[src/rtl/casc_irq_pkg.sv]
package casc_irq_pkg;

    typedef enum logic [2:0] {
        CIP_LO_CAUSE   = 3'd0,
        CIP_HI_CAUSE   = 3'd1,
        CIP_PORT_CAUSE = 3'd2,
        CIP_LO_MASK    = 3'd3,
        CIP_HI_MASK    = 3'd4,
        CIP_PORT_MASK  = 3'd5,
        CIP_VECTOR     = 3'd6,
        CIP_SPARE      = 3'd7
    } cip_reg_e;

endpackage

[src/rtl/cip_hibit.sv]
module cip_hibit #(
    parameter int W     = 32,
    parameter int IDX_W = $clog2(W)
) (
    input  logic [W-1:0]     vec_i,
    output logic             any_o,
    output logic [IDX_W-1:0] idx_o
);

    always_comb begin
        any_o = |vec_i;
        idx_o = '0;
        for (int i = 0; i < W; i++) begin
            if (vec_i[i]) begin
                idx_o = IDX_W'(i);
            end
        end
    end

endmodule

[src/rtl/cip_cause_bank.sv]
module cip_cause_bank #(
    parameter int GRP_W = 32
) (
    input  logic             clk_i,
    input  logic             rst_ni,
    input  logic [GRP_W-1:0] lo_src_i,
    input  logic [GRP_W-1:0] hi_src_i,
    input  logic [GRP_W-1:0] port_src_i,
    input  logic             port_wr_i,
    input  logic [GRP_W-1:0] port_keep_i,
    output logic [GRP_W-1:0] lo_cause_o,
    output logic [GRP_W-1:0] hi_raw_o,
    output logic [GRP_W-1:0] port_cause_o
);

    typedef struct packed {
        logic [GRP_W-1:0] lo;
        logic [GRP_W-1:0] hi;
        logic [GRP_W-1:0] port;
        logic [GRP_W-1:0] port_prev;
    } cause_st_t;

    cause_st_t st_d, st_q;
    logic [GRP_W-1:0] rise_d;
    logic [GRP_W-1:0] keep_d;

    always_comb begin
        st_d           = st_q;
        rise_d         = port_src_i & ~st_q.port_prev;
        keep_d         = port_wr_i ? port_keep_i : '1;
        st_d.lo        = lo_src_i;
        st_d.hi        = hi_src_i;
        st_d.port_prev = port_src_i;
        st_d.port      = (st_q.port & keep_d) | rise_d;
    end

    always_ff @(posedge clk_i or negedge rst_ni) begin
        if (!rst_ni) begin
            st_q <= '0;
        end else begin
            st_q <= st_d;
        end
    end

    assign lo_cause_o   = st_q.lo;
    assign hi_raw_o     = st_q.hi;
    assign port_cause_o = st_q.port;

endmodule

[src/rtl/cip_mask_bank.sv]
module cip_mask_bank #(
    parameter int               GRP_W  = 32,
    parameter logic [GRP_W-1:0] HI_RST = 32'h0f00_0000
) (
    input  logic             clk_i,
    input  logic             rst_ni,
    input  logic             lo_we_i,
    input  logic             hi_we_i,
    input  logic             port_we_i,
    input  logic [GRP_W-1:0] wdata_i,
    output logic [GRP_W-1:0] lo_mask_o,
    output logic [GRP_W-1:0] hi_mask_o,
    output logic [GRP_W-1:0] port_mask_o
);

    typedef struct packed {
        logic [GRP_W-1:0] lo;
        logic [GRP_W-1:0] hi;
        logic [GRP_W-1:0] port;
    } mask_st_t;

    mask_st_t st_d, st_q;

    always_comb begin
        st_d = st_q;
        if (lo_we_i) begin
            st_d.lo = wdata_i;
        end
        if (hi_we_i) begin
            st_d.hi = wdata_i;
        end
        if (port_we_i) begin
            st_d.port = wdata_i;
        end
    end

    always_ff @(posedge clk_i or negedge rst_ni) begin
        if (!rst_ni) begin
            st_q.lo   <= '0;
            st_q.hi   <= HI_RST;
            st_q.port <= '0;
        end else begin
            st_q <= st_d;
        end
    end

    assign lo_mask_o   = st_q.lo;
    assign hi_mask_o   = st_q.hi;
    assign port_mask_o = st_q.port;

endmodule

[src/rtl/cip_vector.sv]
module cip_vector #(
    parameter int GRP_W   = 32,
    parameter int VEC_W   = 7,
    parameter int SUM_LSB = 24,
    parameter int SUM_CNT = 4
) (
    input  logic [GRP_W-1:0] lo_eff_i,
    input  logic [GRP_W-1:0] hi_eff_i,
    input  logic [GRP_W-1:0] port_eff_i,
    output logic             valid_o,
    output logic [VEC_W-1:0] num_o
);

    localparam int               IDX_W     = $clog2(GRP_W);
    localparam logic [VEC_W-1:0] BASE_HI   = VEC_W'(GRP_W);
    localparam logic [VEC_W-1:0] BASE_PORT = VEC_W'(2 * GRP_W);
    localparam logic [VEC_W-1:0] BOGUS     = '1;
    localparam logic [IDX_W-1:0] SUM_FIRST = IDX_W'(SUM_LSB);
    localparam logic [IDX_W-1:0] SUM_LAST  = IDX_W'(SUM_LSB + SUM_CNT - 1);

    logic             lo_any, hi_any, port_any;
    logic [IDX_W-1:0] lo_idx, hi_idx, port_idx;

    cip_hibit #(.W(GRP_W), .IDX_W(IDX_W)) i_lo_enc (
        .vec_i(lo_eff_i), .any_o(lo_any), .idx_o(lo_idx)
    );
    cip_hibit #(.W(GRP_W), .IDX_W(IDX_W)) i_hi_enc (
        .vec_i(hi_eff_i), .any_o(hi_any), .idx_o(hi_idx)
    );
    cip_hibit #(.W(GRP_W), .IDX_W(IDX_W)) i_port_enc (
        .vec_i(port_eff_i), .any_o(port_any), .idx_o(port_idx)
    );

    always_comb begin
        valid_o = 1'b0;
        num_o   = BOGUS;
        if (lo_any) begin
            valid_o = 1'b1;
            num_o   = VEC_W'(lo_idx);
        end else if (hi_any) begin
            if (hi_idx >= SUM_FIRST && hi_idx <= SUM_LAST) begin
                if (port_any) begin
                    valid_o = 1'b1;
                    num_o   = BASE_PORT + VEC_W'(port_idx);
                end
            end else begin
                valid_o = 1'b1;
                num_o   = BASE_HI + VEC_W'(hi_idx);
            end
        end
    end

endmodule

[src/rtl/casc_irq_ctrl.sv]
module casc_irq_ctrl
    import casc_irq_pkg::*;
#(
    parameter int               GRP_W       = 32,
    parameter int               VEC_W       = 7,
    parameter int               SUM_LSB     = 24,
    parameter int               SUM_CNT     = 4,
    parameter logic [GRP_W-1:0] LO_FILTER   = 32'h3dff_fffe,
    parameter logic [GRP_W-1:0] HI_FILTER   = 32'h0f00_0db7,
    parameter logic [GRP_W-1:0] HI_MASK_RST = 32'h0f00_0000
) (
    input  logic             clk_i,
    input  logic             rst_ni,
    input  logic [GRP_W-1:0] lo_src_i,
    input  logic [GRP_W-1:0] hi_src_i,
    input  logic [GRP_W-1:0] port_src_i,
    input  logic             reg_we_i,
    input  logic [2:0]       reg_addr_i,
    input  logic [GRP_W-1:0] reg_wdata_i,
    output logic [GRP_W-1:0] reg_rdata_o,
    output logic             irq_o
);

    localparam int               SPAN      = GRP_W / SUM_CNT;
    localparam logic [GRP_W-1:0] SUM_FIELD = GRP_W'(((1 << SUM_CNT) - 1) << SUM_LSB);

    cip_reg_e         addr;
    logic             wr_port_cause, wr_lo_mask, wr_hi_mask, wr_port_mask;
    logic [GRP_W-1:0] lo_cause, hi_raw, hi_cause, port_cause;
    logic [GRP_W-1:0] lo_mask, hi_mask, port_mask;
    logic [GRP_W-1:0] lo_eff, hi_eff, port_eff;
    logic [SUM_CNT-1:0] summ;
    logic             vec_valid;
    logic [VEC_W-1:0] vec_num;
    logic             irq_d, irq_q;

    assign addr          = cip_reg_e'(reg_addr_i);
    assign wr_port_cause = reg_we_i && (addr == CIP_PORT_CAUSE);
    assign wr_lo_mask    = reg_we_i && (addr == CIP_LO_MASK);
    assign wr_hi_mask    = reg_we_i && (addr == CIP_HI_MASK);
    assign wr_port_mask  = reg_we_i && (addr == CIP_PORT_MASK);

    cip_cause_bank #(.GRP_W(GRP_W)) i_cause (
        .clk_i       (clk_i),
        .rst_ni      (rst_ni),
        .lo_src_i    (lo_src_i),
        .hi_src_i    (hi_src_i),
        .port_src_i  (port_src_i),
        .port_wr_i   (wr_port_cause),
        .port_keep_i (reg_wdata_i),
        .lo_cause_o  (lo_cause),
        .hi_raw_o    (hi_raw),
        .port_cause_o(port_cause)
    );

    cip_mask_bank #(.GRP_W(GRP_W), .HI_RST(HI_MASK_RST)) i_mask (
        .clk_i      (clk_i),
        .rst_ni     (rst_ni),
        .lo_we_i    (wr_lo_mask),
        .hi_we_i    (wr_hi_mask),
        .port_we_i  (wr_port_mask),
        .wdata_i    (reg_wdata_i),
        .lo_mask_o  (lo_mask),
        .hi_mask_o  (hi_mask),
        .port_mask_o(port_mask)
    );

    for (genvar k = 0; k < SUM_CNT; k++) begin : g_summary
        assign summ[k] = |port_cause[k*SPAN +: SPAN];
    end

    assign hi_cause = (hi_raw & ~SUM_FIELD) | (GRP_W'(summ) << SUM_LSB);
    assign lo_eff   = lo_cause & lo_mask & LO_FILTER;
    assign hi_eff   = hi_cause & hi_mask & HI_FILTER;
    assign port_eff = port_cause & port_mask;

    cip_vector #(
        .GRP_W(GRP_W), .VEC_W(VEC_W), .SUM_LSB(SUM_LSB), .SUM_CNT(SUM_CNT)
    ) i_vector (
        .lo_eff_i  (lo_eff),
        .hi_eff_i  (hi_eff),
        .port_eff_i(port_eff),
        .valid_o   (vec_valid),
        .num_o     (vec_num)
    );

    always_comb begin
        irq_d = (|lo_eff) | (|hi_eff);
    end

    always_ff @(posedge clk_i or negedge rst_ni) begin
        if (!rst_ni) begin
            irq_q <= 1'b0;
        end else begin
            irq_q <= irq_d;
        end
    end

    assign irq_o = irq_q;

    always_comb begin
        case (addr)
            CIP_LO_CAUSE:   reg_rdata_o = lo_cause;
            CIP_HI_CAUSE:   reg_rdata_o = hi_cause;
            CIP_PORT_CAUSE: reg_rdata_o = port_cause;
            CIP_LO_MASK:    reg_rdata_o = lo_mask;
            CIP_HI_MASK:    reg_rdata_o = hi_mask;
            CIP_PORT_MASK:  reg_rdata_o = port_mask;
            CIP_VECTOR:     reg_rdata_o = {{(GRP_W-VEC_W-1){1'b0}}, vec_valid, vec_num};
            default:        reg_rdata_o = '0;
        endcase
    end

endmodule

[config.mk]
export PLATFORM = sky130hd
export DESIGN_NAME = casc_irq_ctrl
export DESIGN_NICKNAME = d
export VERILOG_FILES = /design/src/rtl/casc_irq_pkg.sv /design/src/rtl/cip_hibit.sv /design/src/rtl/cip_cause_bank.sv /design/src/rtl/cip_mask_bank.sv /design/src/rtl/cip_vector.sv /design/src/rtl/casc_irq_ctrl.sv
export SDC_FILE = /design/constraint.sdc
export NUM_CORES = 1
export LEC_CHECK = 0
export ABC_AREA = 1
export BUFFER_PORTS_ARGS = -buffer_cell sky130_fd_sc_hd__buf_4
export CAP_MARGIN = 15
export CORE_MARGIN = 2
export CORE_UTILIZATION = 45
export DETAILED_ROUTE_END_ITERATION = 12
export GPL_ROUTABILITY_DRIVEN = 0
export SLEW_MARGIN = 10
export SYNTH_ARGS = -nofsm -noshare
export SYNTH_HDL_FRONTEND = slang
export SYNTH_HIERARCHICAL = 1
export SYNTH_SLANG_ARGS = --single-unit
[constraint.sdc]
create_clock -name clk_i -period 3.49 [get_ports clk_i]
set_clock_uncertainty 0.15 [all_clocks]
set_input_delay 0 -clock clk_i [delete_from_list [all_inputs] [get_ports clk_i]]
set_output_delay 0 -clock clk_i [all_outputs]
set_load 0.05 [all_outputs]
==> results.yml, run 1 <==
setup_path:
  r2r_cells: 7
  critPathLaunchType: "flop"
  crit_type: "reg -> out"
  cp-end-kind: "primary output"
  max_stage_delay_ns: 0.38
  regToRegEndpoint: "irq_o"
  required_ns: 3.34
  timing.rr.start: "i_cause/port_cause_o[2]"
  slowest_stage: "dfrtp_1"
  timing.critical_path.arrival_ns: 3.33
  crit_top_cell: "nand2_1"
  rrSetupSlack_ns: 2.00
  crit_path_max_fanout: 2
sta:
  max_freq_mhz: 288
  setup_violations: 0
  final.setup.tns_ns: 0
  slew_violations: 0
  layout_min_cycle_time_ns: 3.48
  fin_ws_ns: 0.0125
  worstMarginPinSlew_ns: 1.14
  rsz0062_at_grt: "yes"
  post-route-period-util: 0.996
  hold_slack_ns: 0.0435
  finalHoldViolCount: 0
  slew_headroom: 0.237
place:
  dp_cells: 2157
  port_buffers: 162
  dpl.hpwl_mm: 22.5
  placed_area_um2: 13000
  place_ws_ns: 0.364
job:
  cap_violations: 0
clock_tree:
  cts_tree: "done"
  cts_made_buffers: 26
  cts.clk_slew.worst_paths_ns: 0.06
  insertion_delay_ns: 0.54
  h-tree-depth: 1
  clockRootBuffer: "clkbuf_16"
  clock_sink_count: 221
  clockBufferDepth: 3
final_layout:
  drive_above_1_share: 0.152
  final_cells: 2442
  post-route-util: 0.612
  fin_nets: 2215
  area_delta_synth_final_pct: 34.5
  final_area_um2: 16400
  num_antenna_cells: 0
grt:
  grt-ovfl-total: 0
  grt_pass1_wl_mm: 58.4
  antenna_found_initial: 0
  grt_pass1_vias: 11100
  grt_max_degree: 56
  grt_use_total: 0.262
power:
  vdd_drop_max_uv: 352
  leakagePower_nw: 9.12
  power_density_nw_per_um2: 482
  total_power_mw: 7.89
floorplan:
  die_y_um: 168
  pin_count: 167
  dieArea_um2: 28400
  row_count: 60
  coreArea_um2: 26700
  initial_core_util: 0.455
  die_x_um: 168
route:
  route.detailed.drc: 0
  routed_wl_mm: 36.2
  dr.pass1.iters: 5
  via_per_inst: 4.54
  ant_nets: 0
  post_drt_wl_per_cell_um: 14.8
  drt_iter0_drc: 713
  vias: 11100
worst_hold_path:
  hold_start: "reg_addr_i[2]"
  min_path_type: "in -> reg"
  hold_path_end: "i_mask/port_mask_o[14]"
  holdPathStages: 6
yosys:
  synth_cells: 1735
  yosys_warnings: 6
  synthesis.area_um2: 12200
  syn_avg_cell_area_um2: 7.01
status:
  outcome: "finished clean"
-- per-layer routing --
layer,wire length [µm],track usage
met1,16000,0.341
met2,17700,0.463
met3,1770,0.0367
met4,786,0.0633
met5,0,0
-- layout make-up --
class / count / area, µm²
Clock buffer: 35 / 756
Sequential cell: 221 / 5540
Fill cell: 2432 / 10400
Tap cell: 341 / 427
Timing Repair Buffer: 409 / 3680
Clock inverter: 13 / 203
Inverter: 267 / 1060
Multi-Input combinational cell: 1156 / 4700
-- power breakdown --
part / switching, mW / internal [mW] / total (mW)
registers: 0.214 / 2.86 / 3.07
logic: 1.07 / 0.743 / 1.81
clock network: 1.12 / 1.89 / 3.01
total: 2.40 / 5.49 / 7.89
-- layout by cell type, fill, tap and decap left out, types with 2 or more instances in the layout --
master and count:
nand2_2 31, clkbuf_16 27, nand4_1 19, dlygate4sd3_1 219, clkinv_2 4, o21bai_1 3
nor2_4 2, nand2_1 845, o21ai_2 2, clkinvlp_4 2, nor2_1 110, nor2_2 6
o21ai_1 6, buf_6 6, dfstp_2 4, buf_4 181, nand3_1 41, inv_6 2
bufinv_16 5, clkbuf_1 3, clkbuf_8 5, a21oi_1 8, inv_1 237, inv_2 24
dfrtp_1 217, o21ai_0 14, nand3_2 7, or2_1 4, conb_1 45, o31ai_1 3
bufinv_8 3, nor4_1 3, a31oi_1 3
-- worst max path at each step --
stage / startpoint / endpoint / slack (ns) / depth (start not counted)
after floorplan: i_cause/port_cause_o[1] / reg_rdata_o[0] / 0.65 / 41
after global placement: i_cause/port_cause_o[2] / reg_rdata_o[0] / 0.38 / 42
after detailed placement: i_cause/port_cause_o[17] / reg_rdata_o[3] / 0.36 / 20
after CTS: i_cause/port_cause_o[2] / reg_rdata_o[0] / -0.04 / 42
after global routing: i_cause/port_cause_o[2] / reg_rdata_o[0] / -0.42 / 42
final: i_cause/port_cause_o[2] / reg_rdata_o[0] / 0.01 / 42
-- critical path: cells and delay by family, from the launching register on --
kind,cells,cell delay [ns]
compound gates,1,0.12
buf+inv,5,0.34
flops,1,0.38
simple gates,36,1.95
-- flip-flops by register name, indices dropped and copies added, names as in the netlist --
signal                flops
i_cause/port_cause_o     32
i_cause/lo_cause_o       32
i_cause/hi_raw_o         28
i_mask/port_mask_o       32
i_mask/hi_mask_o         32
i_cause/st_q             32
irq_o                     1
i_mask/lo_mask_o         32
-- repair_timing --
action                                 CTS  global route
setup endpoints to repair                8             8
gates cloned                             0             0
setup buffers                           12             5
pin swaps                                4             7
gates resized for setup                 17            15
hold buffers                           220             0
endpoints found under the hold margin  418             0
Power figures use the tool's default switching activity.
==> run 2: changes to the inputs <==
--- a/config.mk
+++ b/config.mk
@@ -12,8 +12,8 @@
 export CORE_UTILIZATION = 45
 export DETAILED_ROUTE_END_ITERATION = 12
 export GPL_ROUTABILITY_DRIVEN = 0
+export PLACE_DENSITY = 0.66
 export SLEW_MARGIN = 10
 export SYNTH_ARGS = -nofsm -noshare
 export SYNTH_HDL_FRONTEND = slang
-export SYNTH_HIERARCHICAL = 1
 export SYNTH_SLANG_ARGS = --single-unit
==> results.yml, run 2 <==
status:
  outcome: "finished, violations left"
  violations: "hold timing"
setup_path:
  critPathLaunchType: "flop"
  regToRegEndpoint: "irq_o"
  cp-end-kind: "primary output"
  required_ns: 3.34
  rrSetupSlack_ns: 1.16
  timing.rr.start: "i_cause.port_cause_o[17]"
  crit_path_max_fanout: 4
  timing.critical_path.arrival_ns: 3.22
  r2r_cells: 7
  crit_type: "reg -> out"
yosys:
  yosys.area.top_type: "dfrtp_1"
  synth-main-ff-cell: "dfrtp_1"
  yosys_warnings: 0
  syn-num-nets: 1229
  synth.distinct_cells: 37
  syn_avg_cell_area_um2: 8.64
  yosys.cell_count.top_type: "nand2_1"
  synth_top_area_share: 0.574
  async_flop_share: 1.00
  yosys_register_bits: 221
  yosys-top-cells-count: "378 x nand2_1, 217 x dfrtp_1, 185 x o21ai_0"
  seq_area_frac_synth: 0.585
  synth_edf_count: 0
  synthesis.area_um2: 9460
  synthTopCellsByArea: "dfrtp_1 57%, nand2_1 15%, o21ai_0 9.8%"
  synth_cells: 1095
route:
  via_per_inst: 5.22
  wl_met3_mm: 1.83
  drt_iter0_drc: 658
  wl_met1_mm: 12.9
  route.met2.wl_mm: 15.6
  post_drt_wl_per_cell_um: 17.6
  dr.pass1.iters: 5
  routed_wl_mm: 31.1
  vias: 9230
  route.detailed.drc: 0
  ant_nets: 0
  topRoutingLayerUsed: "met4"
sta:
  slew_headroom: 0.543
  setup_violations: 0
  post-route-period-util: 0.966
  worstMarginPinSlew_ns: 0.685
  rsz0062_at_grt: "yes"
  max_freq_mhz: 296
  hold_slack_ns: -0.0146
  layout_min_cycle_time_ns: 3.37
  finalHoldViolCount: 8
  slew_violations: 0
clock_tree:
  cts_tree: "done"
  h-tree-depth: 1
  cts_made_buffers: 24
  cts_setup_buffers: 0
  insertion_delay_ns: 0.52
  clockRootBuffer: "clkbuf_16"
  clock_sink_count: 221
  cts.clk_slew.worst_paths_ns: 0.06
  clockBufferDepth: 3
final_layout:
  post-route-util: 0.676
  multi_input_area_um2: 3420
  drive_above_1_share: 0.160
  fin_nets: 1611
  num_antenna_cells: 0
  area_delta_synth_final_pct: 48.7
  fill_cells: 1614
  register_area_um2: 5540
  layout_commonest_cell: "nand2_1"
  final_cell_mix: "371 x nand2_1, 217 x dlygate4sd3_1, 217 x dfrtp_1, 185 x o21ai_0, 174 x buf_4"
place:
  dpl.hpwl_mm: 18.1
  port_buffers: 162
power:
  power_density_nw_per_um2: 519
  vdd_drop_max_uv: 354
  total_power_mw: 7.31
  leakagePower_nw: 6.88
grt:
  grt_use_total: 0.284
  grt_max_degree: 85
  grt_pass1_wl_mm: 49.1
  grt-ovfl-total: 0
  grt_pass1_vias: 9447
  antenna_found_initial: 0
floorplan:
  dieArea_um2: 22200
  row_count: 53
  pin_count: 167
  die_y_um: 149
  coreArea_um2: 20800
  initial_core_util: 0.454
  die_x_um: 149
worst_hold_path:
  min_path_type: "in -> async"
job:
  cap_violations: 0
## run 2: cell families after synthesis
kind of cell    synth area share
flops                      0.585
buf+inv                   0.0565
compound gates             0.152
simple gates               0.206
## run 2: worst max-delay path by stage
stage	start	to	slack, ns	depth (start not counted)
after floorplan	i_cause.port_cause_o[28]	reg_rdata_o[4]	0.82	10
after global placement	i_cause.port_cause_o[2]	reg_rdata_o[1]	0.75	20
after detailed placement	i_cause.port_cause_o[17]	reg_rdata_o[2]	0.69	10
after CTS	i_cause.port_cause_o[17]	reg_rdata_o[2]	0.14	10
after global routing	i_cause.port_cause_o[1]	reg_rdata_o[0]	-0.12	37
final	i_cause.port_cause_o[17]	reg_rdata_o[2]	0.12	10
## run 2: area by class of cell
type                       instances  share of cell area
inverter                         103              0.0275
sequential                       221               0.393
multi-input combinational        732               0.243
clock buffer                      35              0.0486
timing repair buffer             395               0.253
tap                              275              0.0245
clock inverter                     8              0.0101
## run 2: per-layer routing
layer  up-vias  global-route usage
met1      4439               0.370
met2       359               0.495
met3        63              0.0413
met5         -                   0
met4         0              0.0857
li1       4369                   -
## run 2: critical path, stage by stage, from the launching register on
cell and delay (ns):
dfrtp_1 0.42, or4_1 0.63, o21ai_2 0.22, nand4_2 0.15, inv_1 0.14, a31oi_1 0.07
o31ai_2 0.34, nand2_1 0.11, a221oi_1 0.24, nand4_1 0.16, buf_4 0.23
## run 2: repair_timing
| item | CTS | global route |
|---|---|---|
| resized for setup | 0 | 10 |
| hold buffers | 218 | 0 |
| endpoints found under the setup margin | 0 | 3 |
| endpoints found under the hold margin | 437 | 0 |
## run 2: power breakdown
| group | total [mW] | switching (mW) | leakage (nW) | internal, mW |
|---|---|---|---|---|
| logic | 1.56 | 0.913 | 3.90 | 0.643 |
| registers | 3.07 | 0.208 | 2.58 | 2.86 |
| clock network | 2.68 | 1.03 | 0.400 | 1.65 |
## run 2: per-stage QoR
stage | std cells | setup slack, ns | setup TNS (ns) | area (µm²)
after floorplan | 1095 | 0.822 | 0 | 9460
after global placement | 1508 | 0.755 | 0 | 11000
after detailed placement | 1508 | 0.694 | 0 | 11000
after CTS | 1769 | 0.144 | 0 | 14000
after global routing | 1769 | -0.125 | -0.273 | 14100
final | 1769 | 0.117 | 0 | 14100
==> run 3: changes to the inputs <==
==> constraint.sdc (replaced) <==
create_clock -name clk_i -period 3.49 [get_ports clk_i]
set_clock_uncertainty 0.15 [all_clocks]
set_input_delay 0 -clock clk_i [delete_from_list [all_inputs] [get_ports clk_i]]
set_output_delay 0 -clock clk_i [all_outputs]
set_load 0.02 [all_outputs]
==> results.yml, run 3 (synthesis results as in run 2) <==
floorplan:
  coreArea_um2: 20800
  dieArea_um2: 22200
  row_count: 53
  die_y_um: 149
  pin_count: 167
  die_x_um: 149
  initial_core_util: 0.454
setup_path:
  rrSetupSlack_ns: 1.16
  timing.critical_path.arrival_ns: 3.12
  timing.rr.start: "i_cause.port_cause_o[17]"
  regToRegEndpoint: "irq_o"
  crit_path_max_fanout: 4
  cp-end-kind: "primary output"
  critPathLaunchType: "flop"
  required_ns: 3.34
  crit_type: "reg -> out"
  r2r_cells: 7
clock_tree:
  clockRootBuffer: "clkbuf_16"
  cts_made_buffers: 24
  h-tree-depth: 1
  clockBufferDepth: 3
  clock_sink_count: 221
  insertion_delay_ns: 0.52
  cts.clk_slew.worst_paths_ns: 0.06
  cts_tree: "done"
  cts_setup_buffers: 0
grt:
  grt_use_total: 0.283
  grt_max_degree: 109
  grt-ovfl-total: 0
  grt_pass1_wl_mm: 48.9
  grt_pass1_vias: 9408
  antenna_found_initial: 1
route:
  dr.pass1.iters: 5
  via_per_inst: 5.23
  wl_met1_mm: 12.5
  drt_iter0_drc: 759
  topRoutingLayerUsed: "met4"
  route.met2.wl_mm: 15.4
  route.detailed.drc: 0
  vias: 9250
  ant_nets: 0
  wl_met3_mm: 2.06
  routed_wl_mm: 30.8
  post_drt_wl_per_cell_um: 17.4
status:
  outcome: "finished, violations left"
  violations: "hold timing"
sta:
  slew_violations: 0
  post-route-period-util: 0.938
  layout_min_cycle_time_ns: 3.27
  fin_ws_ns: 0.217
  max_freq_mhz: 306
  worstMarginPinSlew_ns: 0.825
  rsz0062_at_grt: "yes"
  setup_violations: 0
  finalHoldViolCount: 1
  hold_slack_ns: -0.00204
  slew_headroom: 0.450
power:
  switchingPower_mw: 2.02
  power_density_nw_per_um2: 509
  p_clk_frac: 0.373
  vdd_drop_max_uv: 440
  power_frac_seq: 0.429
  intPower_mw: 5.12
  p_sw_frac: 0.283
  combPwrFrac: 0.198
  leakagePower_nw: 6.87
place:
  dpl.hpwl_mm: 18.2
  place_ws_ns: 0.777
  port_buffers: 162
job:
  cap_violations: 0
final_layout:
  area_delta_synth_final_pct: 48.3
  layout_commonest_cell: "nand2_1"
  final_cell_mix: "374 x nand2_1, 217 x dlygate4sd3_1, 217 x dfrtp_1, 185 x o21ai_0, 174 x buf_4"
  drive_above_1_share: 0.157
  fin_nets: 1610
  fill_cells: 1672
worst_hold_path:
  min_path_type: "in -> async"
-- run 3: power groups by stage --
stage	combinational [mW]	clock (mW)	sequential (mW)
floorplan	0.728	0	3.04
global placement	1.18	0	3.09
detailed placement	1.19	0	3.10
CTS	1.39	2.69	3.06
global route	1.58	2.81	3.10
finish	1.41	2.66	3.07
-- run 3: area by class of cell --
cell class | instances | area, µm² | share of cell area
clock buffers | 36 | 717 | 0.0511
clock inverters | 7 | 113 | 0.00803
diodes | 1 | 2.50 | 0.000178
repair buffers | 394 | 3520 | 0.251
well taps | 275 | 344 | 0.0245
inverters | 103 | 387 | 0.0276
flip-flops and latches | 221 | 5540 | 0.395
multi-input cells | 732 | 3400 | 0.243
-- run 3: worst max-delay path by stage --
stage / from / end / slack, ns / cells after the start
detailed placement: i_cause.port_cause_o[17] / reg_rdata_o[2] / 0.78 / 10
floorplan: i_cause.port_cause_o[28] / reg_rdata_o[4] / 1.21 / 10
CTS: i_cause.port_cause_o[17] / reg_rdata_o[2] / 0.22 / 10
global placement: i_cause.port_cause_o[2] / reg_rdata_o[1] / 0.81 / 20
global route: i_cause.port_cause_o[1] / reg_rdata_o[0] / -0.06 / 37
finish: i_cause.port_cause_o[17] / reg_rdata_o[2] / 0.22 / 10
-- run 3: worst max-delay path: stages, from the launching register on --
cell	delay (ns)
dfrtp_1	0.42
or4_1	0.66
o21ai_2	0.22
nand4_2	0.16
inv_1	0.15
a31oi_1	0.07
o31ai_2	0.31
nand2_1	0.08
a221oi_1	0.21
nand4_1	0.14
buf_4	0.19
-- run 3: metrics by stage --
stage               cells  utilization  power [mW]  TNS (ns)  area [µm²]
finish               1769        0.674        7.14         0       14000
global route         1769        0.674        7.49   -0.0966       14000
CTS                  1768        0.673        7.13         0       14000
detailed placement   1508        0.529        4.29         0       11000
global placement     1508        0.529        4.27         0       11000
floorplan            1095            -        3.77         0        9460
-- run 3: what timing repair did --
| item | CTS | global route |
|---|---|---|
| gates resized for setup | 0 | 4 |
| endpoints found under the setup margin | 0 | 2 |
| hold endpoints to repair | 325 | 0 |
| hold buffers | 217 | 0 |
-- run 3: layer usage --
metal,GRT usage,vias up
met4,0.0819,0
met3,0.0465,73
met5,0,-
met2,0.492,352
li1,-,4374
met1,0.367,4451
